[config.mk]
export PLATFORM = sky130hd
export DESIGN_NAME = warp_issue_sched
export DESIGN_NICKNAME = d
export VERILOG_FILES = /design/src/rtl/warp_sched_pkg.sv /design/src/rtl/warp_state_table.sv /design/src/rtl/rr_picker.sv /design/src/rtl/warp_issue_sched.sv
export SDC_FILE = /design/constraint.sdc
export NUM_CORES = 1
export LEC_CHECK = 0
export BUFFER_PORTS_ARGS = -buffer_cell sky130_fd_sc_hd__buf_4
export CORE_MARGIN = 2
export CORE_UTILIZATION = 30
export CTS_CLUSTER_SIZE = 24
export DETAILED_ROUTE_END_ITERATION = 10
export GPL_ROUTABILITY_DRIVEN = 1
export SLEW_MARGIN = 20
export SYNTH_ARGS = -nofsm -noshare
export SYNTH_HDL_FRONTEND = slang
export SYNTH_SLANG_ARGS = --single-unit
[constraint.sdc]
create_clock -name clk_i -period 7.4 [get_ports clk_i]
set_input_delay 0 -clock clk_i [delete_from_list [all_inputs] [get_ports clk_i]]
set_output_delay 0 -clock clk_i [all_outputs]
set_load 0.03 [all_outputs]
[src/rtl/warp_sched_pkg.sv]
package warp_sched_pkg;
  parameter int unsigned DEF_NUM_WARPS = 64;
  parameter int unsigned DEF_NUM_SLOTS = 4;

  function automatic int unsigned idx_bits(int unsigned n);
    return (n > 1) ? $clog2(n) : 1;
  endfunction
endpackage

[src/rtl/warp_state_table.sv]
module warp_state_table
  import warp_sched_pkg::*;
#(
  parameter int unsigned NUM_WARPS = DEF_NUM_WARPS,
  parameter int unsigned NUM_SLOTS = DEF_NUM_SLOTS,
  localparam int unsigned WID_W = idx_bits(NUM_WARPS)
) (
  input  logic                       clk_i,
  input  logic                       rst_ni,
  input  logic                       alloc_valid_i,
  input  logic [WID_W-1:0]           alloc_wid_i,
  input  logic                       retire_valid_i,
  input  logic [WID_W-1:0]           retire_wid_i,
  input  logic [NUM_SLOTS-1:0]       stall_valid_i,
  input  logic [NUM_SLOTS*WID_W-1:0] stall_wid_i,
  input  logic                       mem_ret_valid_i,
  input  logic [WID_W-1:0]           mem_ret_wid_i,
  output logic [NUM_WARPS-1:0]       resident_o,
  output logic [NUM_WARPS-1:0]       ready_o
);
  logic [NUM_WARPS-1:0] res_q, res_d;
  logic [NUM_WARPS-1:0] wait_q, wait_d;

  // Order sets precedence: return < stall < allocate < retire.
  always_comb begin
    res_d  = res_q;
    wait_d = wait_q;
    if (mem_ret_valid_i) wait_d[mem_ret_wid_i] = 1'b0;
    for (int s = 0; s < int'(NUM_SLOTS); s++) begin
      if (stall_valid_i[s]) wait_d[stall_wid_i[s*WID_W +: WID_W]] = 1'b1;
    end
    if (alloc_valid_i && !res_q[alloc_wid_i]) begin
      res_d[alloc_wid_i]  = 1'b1;
      wait_d[alloc_wid_i] = 1'b0;
    end
    if (retire_valid_i) begin
      res_d[retire_wid_i]  = 1'b0;
      wait_d[retire_wid_i] = 1'b0;
    end
  end

  always_ff @(posedge clk_i or negedge rst_ni) begin
    if (!rst_ni) begin
      res_q  <= '0;
      wait_q <= '0;
    end else begin
      res_q  <= res_d;
      wait_q <= wait_d;
    end
  end

  assign resident_o = res_q;
  assign ready_o    = res_q & ~wait_q;
endmodule

[src/rtl/rr_picker.sv]
module rr_picker
  import warp_sched_pkg::*;
#(
  parameter int unsigned N = 16,
  localparam int unsigned LW = idx_bits(N)
) (
  input  logic          clk_i,
  input  logic          rst_ni,
  input  logic [N-1:0]  req_i,
  output logic          gnt_valid_o,
  output logic [LW-1:0] gnt_idx_o
);
  logic [LW-1:0] last_q;

  // Search starts one past the last grant and wraps.
  always_comb begin
    gnt_valid_o = 1'b0;
    gnt_idx_o   = '0;
    for (int i = 1; i <= int'(N); i++) begin
      if (!gnt_valid_o && req_i[(int'(last_q) + i) % int'(N)]) begin
        gnt_valid_o = 1'b1;
        gnt_idx_o   = LW'((int'(last_q) + i) % int'(N));
      end
    end
  end

  always_ff @(posedge clk_i or negedge rst_ni) begin
    if (!rst_ni)          last_q <= LW'(N - 1);
    else if (gnt_valid_o) last_q <= gnt_idx_o;
  end
endmodule

[src/rtl/warp_issue_sched.sv]
module warp_issue_sched
  import warp_sched_pkg::*;
#(
  parameter int unsigned NUM_WARPS = DEF_NUM_WARPS,
  parameter int unsigned NUM_SLOTS = DEF_NUM_SLOTS,
  localparam int unsigned WID_W = idx_bits(NUM_WARPS),
  localparam int unsigned PER_SLOT = NUM_WARPS / NUM_SLOTS,
  localparam int unsigned LW = idx_bits(PER_SLOT)
) (
  input  logic                       clk_i,
  input  logic                       rst_ni,
  input  logic                       alloc_valid_i,
  input  logic [WID_W-1:0]           alloc_wid_i,
  input  logic                       retire_valid_i,
  input  logic [WID_W-1:0]           retire_wid_i,
  input  logic [NUM_SLOTS-1:0]       stall_i,
  input  logic                       mem_ret_valid_i,
  input  logic [WID_W-1:0]           mem_ret_wid_i,
  output logic [NUM_SLOTS-1:0]       grant_valid_o,
  output logic [NUM_SLOTS*WID_W-1:0] grant_wid_o
);
  logic [NUM_WARPS-1:0] warp_ready;
  logic [NUM_WARPS-1:0] warp_resident;
  logic [NUM_SLOTS-1:0] stall_valid;

  assign stall_valid = grant_valid_o & stall_i;

  warp_state_table #(
    .NUM_WARPS(NUM_WARPS),
    .NUM_SLOTS(NUM_SLOTS)
  ) u_table (
    .clk_i          (clk_i),
    .rst_ni         (rst_ni),
    .alloc_valid_i  (alloc_valid_i),
    .alloc_wid_i    (alloc_wid_i),
    .retire_valid_i (retire_valid_i),
    .retire_wid_i   (retire_wid_i),
    .stall_valid_i  (stall_valid),
    .stall_wid_i    (grant_wid_o),
    .mem_ret_valid_i(mem_ret_valid_i),
    .mem_ret_wid_i  (mem_ret_wid_i),
    .resident_o     (warp_resident),
    .ready_o        (warp_ready)
  );

  for (genvar s = 0; s < int'(NUM_SLOTS); s++) begin : g_slot
    logic [PER_SLOT-1:0] req;
    logic [LW-1:0]       idx;

    // Slot s owns warps s, s+NUM_SLOTS, s+2*NUM_SLOTS, ...
    always_comb begin
      for (int l = 0; l < int'(PER_SLOT); l++) req[l] = warp_ready[l*int'(NUM_SLOTS) + s];
    end

    rr_picker #(.N(PER_SLOT)) u_pick (
      .clk_i      (clk_i),
      .rst_ni     (rst_ni),
      .req_i      (req),
      .gnt_valid_o(grant_valid_o[s]),
      .gnt_idx_o  (idx)
    );

    assign grant_wid_o[s*WID_W +: WID_W] = WID_W'(int'(idx) * int'(NUM_SLOTS) + s);
  end
endmodule

==> summary.md, run 1 <==
| Metric | Value |
|---|---|
| Iter 0 DRT Violations | 2,657 |
| Fmax | 151 MHz |
| Crit path largest cell delay | 0.93 ns |
| Ys async rst share | 100% |
| Synth Warn # | 0 |
| Drc violations | 0 |
| Crit end category | primary output |
| Die Area | 62,900 sq um |
| Vias in the first global route | 17,900 |
| Worst slew pin tran | 0.989 ns |
| Mux contribution to synthesized area | 21.2% |
| Cells after DPL | 2,882 |
| Crit path required time | 7.40 ns |
| Number of port buffers | 46 |
| Ys flop type | dfrtp_1 |
| Post-Synth XOR/XNOR Area | 2.44% |
| Final setup vio count | 0 |
| Crit path cell chain | inv_2 > ha_1 > inv_1 > or4_1 > and4_1 > mux2i_1 > nand3_1 > a2111oi_0 > o32a_1 > o21ai_0 > a31oi_1 > buf_4 |
| Crit Path Max Fanout | 39 |
| Total Nets Final | 2,177 |
| H-tree depth | 4 |
| Maxcap violations | 0 |
| Startpoint types | flip-flop |
| Yosys cell types | 99 |
| GRT Util Overall | 22.2% |
| Ant diodes | 0 |
| Die width | 251 um |
| Worst-skew pair later-pin latency | 0.43 ns |
| Compound-Gate Fraction of Synth Area | 25.0% |
| CP bufs+invs | 3 |
| Synth area leaders | dfrtp_1 (18%), mux4_2 (13%), mux2i_1 (5.4%) |
| Share of the synthesized area in the top cell type | 17.5% |
| Post-CTS Setup Repair Bufs | 0 |
| Initial DRT Pass Iterations | 6 |
| Register area share after synthesis | 19.8% |
| CP delay by family, top | compound AO/OA/AOI/OAI gates |
| Status | complete, no violations |
| CTS tree | built |
| Largest family of logic cells by synthesized area | simple AND/OR/NAND/NOR gates |
| Hold Violations, Final | 0 |
| Clock skew | 0.0151 ns |
| Worst hold path startpoint | retire_wid_i[0] |
| Critical Path Start | g_slot[1].u_pick.last_q[0] |
| Area share of fa/ha/maj cells after synthesis | 1.92% |
| DP Wirelength | 54.6 mm |
| Setup total negative slack | 0 ns |
| Synth top cells by count | nor2_1 (230), o21ai_0 (136), a21oi_1 (132) |
| Routed wire per std cell | 24.9 um |
| Slowest CP cell | dfstp_2 |
| First-pass GRT wire length | 110 mm |
| Hold Crit Class | in -> reg |
| P&R area growth vs syn | 8.53% |
| Initial antenna violation count | 0 |
| Fraction of layout cells with a size suffix above 1 | 15.6% |
| Syn_area_per_cell | 8.46 sq um |
| Post-Route Utilization | 32.9% |
| Post_cts resized | 0 |
| CTS clk-pin slew, worst paths | 0.07 ns |
| CTS Buffer Depth | 2 |
| Slew Limit Fails | 0 |
| Std cell rows | 90 |
| Shortest period the worst path allows | 6.61 ns |
| Clock sink total | 144 |
| Synth Area in Simple Gates | 25.1% |
| Syn Inst Count | 2,161 |
| Yosys top cell by area | dfrtp_1 |
| Post-synthesis register bit count | 144 |
| Slew Limit Headroom | 33.8% |
| RSZ-0062 raised after global routing | no |
| Detail Route Antenna Nets | 0 |
| Synthesized area | 18,300 sq um |
| Crit share post-route | 89.3% |
| Via count | 19,000 |
| Core Area | 60,400 sq um |
| Post-Layout Cell Count | 2,917 |
| WS Path Type | reg -> out |
| WP data arrival | 6.61 ns |
| Reg2reg start | g_slot[3].u_pick.last_q[1] |
| IO Pins | 55 |
| Effective utilization at floorplan | 30.3% |
| Pin count of the biggest net entering global routing | 80 |
| CTS Root Cell | clkbuf_16 |
| WL final | 72.6 mm |
| GRT overflow | 0 |
| Via density | 6.51 |
| TritonCTS Buffers | 17 |
| Chip height | 251 um |
| GP Congestion | 0.994 |
| Top-count cell post-synth | nor2_1 |
| Post-synth EDFFs | 0 |
==> layout by cell type, fill, tap and decap left out, drive strengths merged, types with 35 or more instances in the layout <==
master  instances
dfrtp         128
inv            38
a21oi         133
nor4           35
a211oi         35
mux2           48
nand2         129
nand2b         79
mux2i          99
a221oi         50
nor2b          63
o21ai         137
nor2          230
nand3          61
mux4          104
buf            74
==> worst paths after layout <==
| check | end | slack [ns] | cells past startpoint |
|---|---|---|---|
| max | grant_wid_o[10] | 0.79 | 12 |
| min | u_table.resident_o[8] | 0.02 | 3 |
| max reg2reg | u_table.wait_q[15] | 0.92 | 13 |
| min reg2reg | u_table.resident_o[24] | 0.56 | 1 |
| max in group asynchronous | u_table.resident_o[33] | 6.04 | 3 |
| min in group asynchronous | u_table.wait_q[26] | 0.17 | 2 |
==> timing repair <==
item	CTS	global route
hold buffers	3	0
setup endpoints to repair	0	0
hold endpoints to repair	69	0
==> registers in the layout, indices dropped and copies added, names as in the netlist <==
signal / flops
g_slot.u_pick.last_q: 16
u_table.wait_q: 64
u_table.resident_o: 64
==> tightest hold or removal path: stages <==
cell     delay, ns
buf_4         0.15
nor3_4        0.12
a21oi_1       0.14
==> stage by stage <==
stage	hold WS (ns)	worst slack [ns]	instance area, sq um
CTS	0.0786	0.946	19800
finish	0.0249	0.792	19800
global route	0.0333	0.354	19800
detailed placement	0.0530	1.14	19200
floorplan	-0.296	1.82	18300
global placement	0.0482	1.18	19200
==> cells by family after synthesis <==
family,count (synthesis)
DFF,144
and+or+nand+nor,844
buffers and inverters,186
xor gates and xnor gates,50
adders and majority gates,28
AOI/OAI and AO/OA,656
muxes,251
other,2
==> cell type report <==
type	count	area [sq um]
Multi-Input combinational cell	1837	13900
Fill cell	6353	40500
Sequential cell	144	3620
Clock inverter	11	133
Inverter	45	169
Clock buffer	21	450
Tap cell	782	978
Timing Repair Buffer	77	593
==> layer usage <==
layer	global-route usage [%]	wire, um	vias up
met3	3.30	5840	153
met2	35.7	33500	1031
met5	0	0	-
met4	6.84	2180	0
li1	-	-	8355
met1	30.8	31100	9443
Power of run 1 is left out: the tool's default activity adds up to more than one toggle a clock period on the data nets, which glitch-free logic cannot reach.
==> run 2, diff against run 1 <==
--- a/config.mk
+++ b/config.mk
@@ -11,6 +11,7 @@
 export CTS_CLUSTER_SIZE = 24
 export DETAILED_ROUTE_END_ITERATION = 10
 export GPL_ROUTABILITY_DRIVEN = 1
+export RECOVER_POWER = 100
 export SLEW_MARGIN = 20
 export SYNTH_ARGS = -nofsm -noshare
 export SYNTH_HDL_FRONTEND = slang
==> run 2 against run 1 <==
Effect of this change: the flow now finishes with violations (max-capacitance violations, max-slew violations); clock skew fell by 0.0021 ns; die area did not move; register-to-register slack got worse by 0.41 ns; first-iteration DRC count fell by 0.49%; non-clock buffer count did not move; global-route usage did not move; critical path depth rose by 3.
==> summary.md, run 2 (same netlist as run 1, synthesis figures left out) <==
| Metric | Value |
|---|---|
| Detail Route Antenna Nets | 0 |
| Ant diodes | 0 |
| RSZ-0062 raised after global routing | no |
| Via count | 19,000 |
| Clock skew | 0.0129 ns |
| Clock sink total | 144 |
| DP Wirelength | 54.6 mm |
| Slew Limit Headroom | -158% |
| Effective utilization at floorplan | 30.3% |
| Chip height | 251 um |
| Std cell rows | 90 |
| Failing checks | max-capacitance violations, max-slew violations |
| Fmax | 145 MHz |
| Worst-skew pair later-pin latency | 0.43 ns |
| Fraction of layout cells with a size suffix above 1 | 14.3% |
| Number of port buffers | 46 |
| Initial DRT Pass Iterations | 6 |
| Setup total negative slack | 0 ns |
| First-pass GRT wire length | 110 mm |
| Commonest non-fill, non-tap cell in the layout | nor2_1 |
| Initial antenna violation count | 0 |
| Hold Violations, Final | 0 |
| IO Pins | 55 |
| Crit end category | flip-flop |
| Reg2reg start | g_slot[3].u_pick.last_q[1] |
| Post-CTS Setup Repair Bufs | 0 |
| GP Congestion | 0.994 |
| CTS clk-pin slew, worst paths | 0.07 ns |
| Iter 0 DRT Violations | 2,644 |
| GRT overflow | 0 |
| Final setup vio count | 0 |
| Crit Path Max Fanout | 32 |
| Worst hold path startpoint | retire_wid_i[0] |
| Hold Crit Class | in -> reg |
| Via density | 6.53 |
| Die width | 251 um |
| Post-Route Utilization | 32.7% |
| Crit share post-route | 93.1% |
| WP data arrival | 7.19 ns |
| P&R area growth vs syn | 8.07% |
| Worst slew pin tran | 3.87 ns |
| Core Area | 60,400 sq um |
| Dpl cell area | 19,200 sq um |
| Die Area | 62,900 sq um |
| Slew Limit Fails | 147 |
| Status | complete, but fails checks |
| CTS tree | built |
| Design area | 19,800 sq um |
| Most frequent cells in the layout | nor2_1 (228), o21ai_0 (136), a21oi_1 (133), nand2_1 (129), dfrtp_1 (128) |
| WS Path Type | reg -> reg |
| WL final | 72.6 mm |
| Total Nets Final | 2,177 |
| Crit path required time | 7.71 ns |
| Drc violations | 0 |
| Pin count of the biggest net entering global routing | 80 |
| GRT Util Overall | 22.2% |
| Critical Path Start | g_slot[3].u_pick.last_q[1] |
| Routed wire per std cell | 24.9 um |
| Maxcap violations | 2 |
| Vias in the first global route | 17,900 |
| Shortest period the worst path allows | 6.89 ns |
| CTS Root Cell | clkbuf_16 |
| H-tree depth | 4 |
| TritonCTS Buffers | 17 |
| Startpoint types | flip-flop |
| CTS Buffer Depth | 2 |
==> run 2: cell count changes in the layout (fill, tap and decap cells not counted), sizes merged <==
cell,change
clkbuf,+14
buf,-14
==> run 2: worst max-delay path, cell delays in order, from the launching register on <==
cell and delay (ns):
dfstp_1 1.40, inv_1 0.09, buf_4 0.25, ha_1 0.66, inv_1 0.38, o2111a_1 0.26
o41ai_1 0.63, and2_0 0.63, or3_1 0.25, nor4_4 0.08, nand3_1 0.29, o31ai_1 0.16
o22ai_2 0.46, clkinv_1 0.44, or3_1 0.45, a221oi_1 0.30
==> run 2: layer usage <==
| layer | global-route usage, % | vias to the layer above | share of wire (%) |
|---|---|---|---|
| li1 | - | 8363 | - |
| met2 | 35.7 | 1010 | 46 |
| met1 | 30.8 | 9530 | 43 |
| met5 | 0 | - | 0 |
| met3 | 3.30 | 133 | 8.2 |
| met4 | 6.84 | 0 | 2.8 |
==> run 2: path summary, 6_finish.rpt <==
| check | endpoint | slack, ns | cells after the start |
|---|---|---|---|
| max in group asynchronous | u_table.wait_q[9] | 2.32 | 3 |
| hold reg to reg | u_table.wait_q[32] | 0.56 | 2 |
| hold / removal | u_table.resident_o[8] | 0.03 | 3 |
| min in group asynchronous | u_table.wait_q[26] | 1.50 | 2 |
| setup / recovery | u_table.wait_q[15] | 0.51 | 15 |
| setup reg to reg | u_table.wait_q[15] | 0.51 | 15 |
==> run 2: area by class of cell <==
cell class	count	area (sq um)
clock buffer	21	450
clock inverter	11	133
multi-input combinational	1837	13900
timing repair buffer	77	534
tap	782	978
sequential	144	3620
fill	6368	40600
inverter	45	169
==> run 2: metrics by stage <==
step | setup WS [ns] | cells | hold WS, ns
CTS | 0.946 | 2917 | 0.0786
detailed placement | 1.14 | 2882 | 0.0530
floorplan | 1.82 | 2167 | -0.296
finish | 0.512 | 2917 | 0.0270
global route | 0.186 | 2917 | 0.0248
global placement | 1.18 | 2882 | 0.0482
==> run 2: timing repair <==
item                                   4_1_cts  5_1_grt
endpoints found under the hold margin       69        0
resized for setup                            0        0
hold buffers                                 3        0
Power of run 2 is left out for the same reason.
==> run 3, diff against run 2 <==
--- a/config.mk
+++ b/config.mk
@@ -5,8 +5,9 @@
 export SDC_FILE = /design/constraint.sdc
 export NUM_CORES = 1
 export LEC_CHECK = 0
+export ABC_AREA = 1
 export BUFFER_PORTS_ARGS = -buffer_cell sky130_fd_sc_hd__buf_4
-export CORE_MARGIN = 2
+export CORE_MARGIN = 5
 export CORE_UTILIZATION = 30
 export CTS_CLUSTER_SIZE = 24
 export DETAILED_ROUTE_END_ITERATION = 10
==> run 3 against run 2 <==
Effect of this change: the run ends with negative hold slack, max-capacitance violations, max-slew violations left; maximum frequency increased by 12%; flip-flop and latch count unchanged; setup slack improved by 0.73 ns; largest cell class unchanged; routed wire length decreased by 15%.
==> summary.md, run 3 <==
| Metric | Value |
|---|---|
| Status | complete, but fails checks |
| Failing checks | negative hold slack, max-capacitance violations, max-slew violations |
| Die Area | 55,500 sq um |
| Detail Route Antenna Nets | 0 |
| Yosys cell types | 54 |
| First-pass GRT wire length | 94.3 mm |
| Fmax | 162 MHz |
| GRT overflow | 0 |
| Synthesized area | 15,300 sq um |
| GP Congestion | 1.01 |
| Crit path required time | 7.40 ns |
| Effective utilization at floorplan | 30.4% |
| CTS clk-pin slew, worst paths | 0.07 ns |
| CTS Root Cell | clkbuf_16 |
| Crit end category | primary output |
| Ys flop type | dfrtp_1 |
| Slew Limit Fails | 157 |
| Number of port buffers | 46 |
| Crit Path Max Fanout | 18 |
| Maxcap violations | 4 |
| Register area share after synthesis | 23.7% |
| Setup total negative slack | 0 ns |
| Ant diodes | 0 |
| Pin count of the biggest net entering global routing | 85 |
| Std cell rows | 82 |
| Synth Warn # | 0 |
| Drc violations | 0 |
| Commonest non-fill, non-tap cell in the layout | nand3_1 |
| H-tree depth | 4 |
| Final setup vio count | 0 |
| Clock skew | 0.0175 ns |
| Yosys top cell by area | dfrtp_1 |
| P&R area growth vs syn | 9.24% |
| Worst-skew pair later-pin latency | 0.44 ns |
| Mux contribution to synthesized area | 0% |
| Synth top cells by count | nand3_1 (554), nand2_1 (504), inv_1 (292) |
| Startpoint types | flip-flop |
| Crit share post-route | 83.2% |
| Vias in the first global route | 16,400 |
| Area share of fa/ha/maj cells after synthesis | 2.29% |
| Total Nets Final | 2,558 |
| DP Wirelength | 47.6 mm |
| Initial DRT Pass Iterations | 8 |
| Die width | 236 um |
| Initial antenna violation count | 0 |
| IO Pins | 55 |
| Post-synthesis register bit count | 144 |
| Chip height | 236 um |
| Post-CTS Setup Repair Bufs | 0 |
| Synth Area in Simple Gates | 45.5% |
| Shortest period the worst path allows | 6.15 ns |
| WS Path Type | reg -> out |
| WP data arrival | 6.15 ns |
| Most frequent cells in the layout | nand3_1 (557), nand2_1 (507), inv_1 (293), nor2_1 (249), a21oi_1 (190) |
| Reg area | 3620 sq um |
| Ys async rst share | 100% |
| Core Area | 50,300 sq um |
| Syn Inst Count | 2,488 |
| Via count | 17,700 |
| Fillers | 5,673 |
| WL final | 61.4 mm |
| CTS Buffer Depth | 2 |
| GRT Util Overall | 20.9% |
| Clock sink total | 144 |
| Share of the synthesized area in the top cell type | 21.0% |
| TritonCTS Buffers | 17 |
| Post_cts resized | 0 |
| Iter 0 DRT Violations | 2,171 |
| WHS | -0.00545 ns |
| Compound-Gate Fraction of Synth Area | 15.0% |
| Post-synth EDFFs | 0 |
| Slew Limit Headroom | -133% |
| Largest family of logic cells by synthesized area | simple AND/OR/NAND/NOR gates |
| Via density | 5.56 |
| CTS tree | built |
| Hold Violations, Final | 3 |
| Hold Crit Class | in -> reg |
| Hold buffers post-CTS | 1 |
| Post-Synth XOR/XNOR Area | 2.79% |
| Fraction of layout cells with a size suffix above 1 | 7.68% |
| Synth area leaders | dfrtp_1 (21%), nand3_1 (18%), nand2_1 (12%) |
| R2R Setup Slk | 1.25 ns |
| Top-count cell post-synth | nand3_1 |
| Routed wire per std cell | 19.3 um |
| RSZ-0062 raised after global routing | no |
| Syn_area_per_cell | 6.14 sq um |
| Worst slew pin tran | 3.49 ns |
| Area of the multi-input gates | 9930 sq um |
-- run 3: cell types whose count changed after synthesis, moves of 56 or more --
cell,delta
mux4_2,-104
inv_1,+262
nor2b_1,-63
a21oi_1,+56
nand2b_1,-79
nand2_1,+375
nand3_1,+493
mux2i_1,-98
-- run 3: critical path, stage by stage, from the launching register on --
cell,delay [ns]
dfstp_1,1.02
inv_1,0.53
ha_1,0.62
inv_1,0.48
nand3_1,0.21
nand3_1,0.19
nand3_2,0.14
nand2_4,0.13
nand3_4,0.08
nor2_1,0.30
nand4_4,0.15
nor2_1,0.47
nand3_4,0.10
nor2_1,0.36
nand2_4,0.11
nor2_8,0.14
nand3_4,0.09
nor2_4,0.12
nand2_2,0.06
nand3_1,0.19
buf_4,0.19
-- run 3: per-layer routing --
| layer | GRT usage [%] | routed length, um | share of wire [%] |
|---|---|---|---|
| met1 | 29.3 | 27100 | 44 |
| met2 | 33.3 | 27600 | 45 |
| met3 | 3.99 | 5240 | 8.5 |
| met4 | 5.49 | 1410 | 2.3 |
| met5 | 0 | 0 | 0 |
-- run 3: path summary, 6_finish.rpt --
check / to / depth (start not counted) / from
max in group asynchronous: u_table.wait_q[39] / 3 / rst_ni
worst max register to register: u_table.wait_q[5] / 21 / g_slot[1].u_pick.last_q[1]
worst max-delay path: grant_wid_o[9] / 20 / g_slot[1].u_pick.last_q[1]
worst min-delay path: u_table.wait_q[29] / 5 / stall_i[1]
min in group asynchronous: u_table.wait_q[5] / 2 / rst_ni
worst min register to register: u_table.wait_q[22] / 2 / u_table.wait_q[22]
-- run 3: layout make-up --
cell class                 instances  share of cell area, %
timing repair buffer              68                   2.79
sequential                       144                   21.7
multi-input combinational       1952                   59.5
clock inverter                    10                  0.975
inverter                         320                   7.21
tap                              672                   5.04
clock buffer                      19                   2.72
-- run 3: stage by stage --
stage | area, sq um | utilization, % | setup slack [ns] | instances | hold WS, ns
after global routing | 16700 | 33.2 | 0.793 | 3185 | 0.00703
after global placement | 16300 | 32.4 | 2.35 | 3155 | 0.0110
final | 16700 | 33.2 | 1.25 | 3185 | -0.00545
after detailed placement | 16300 | 32.4 | 2.22 | 3155 | 0.0216
after CTS | 16900 | 33.6 | 2.08 | 3185 | 0.00598
after floorplan | 15300 | - | 3.52 | 2494 | -0.296
-- run 3: cell families after synthesis --
family,count (synthesis)
buf+inv,398
simple gates,1472
xor+xnor,34
other cells,2
compound gates,410
fa+ha+maj,28
flops,144
Power of run 3 is left out for the same reason.
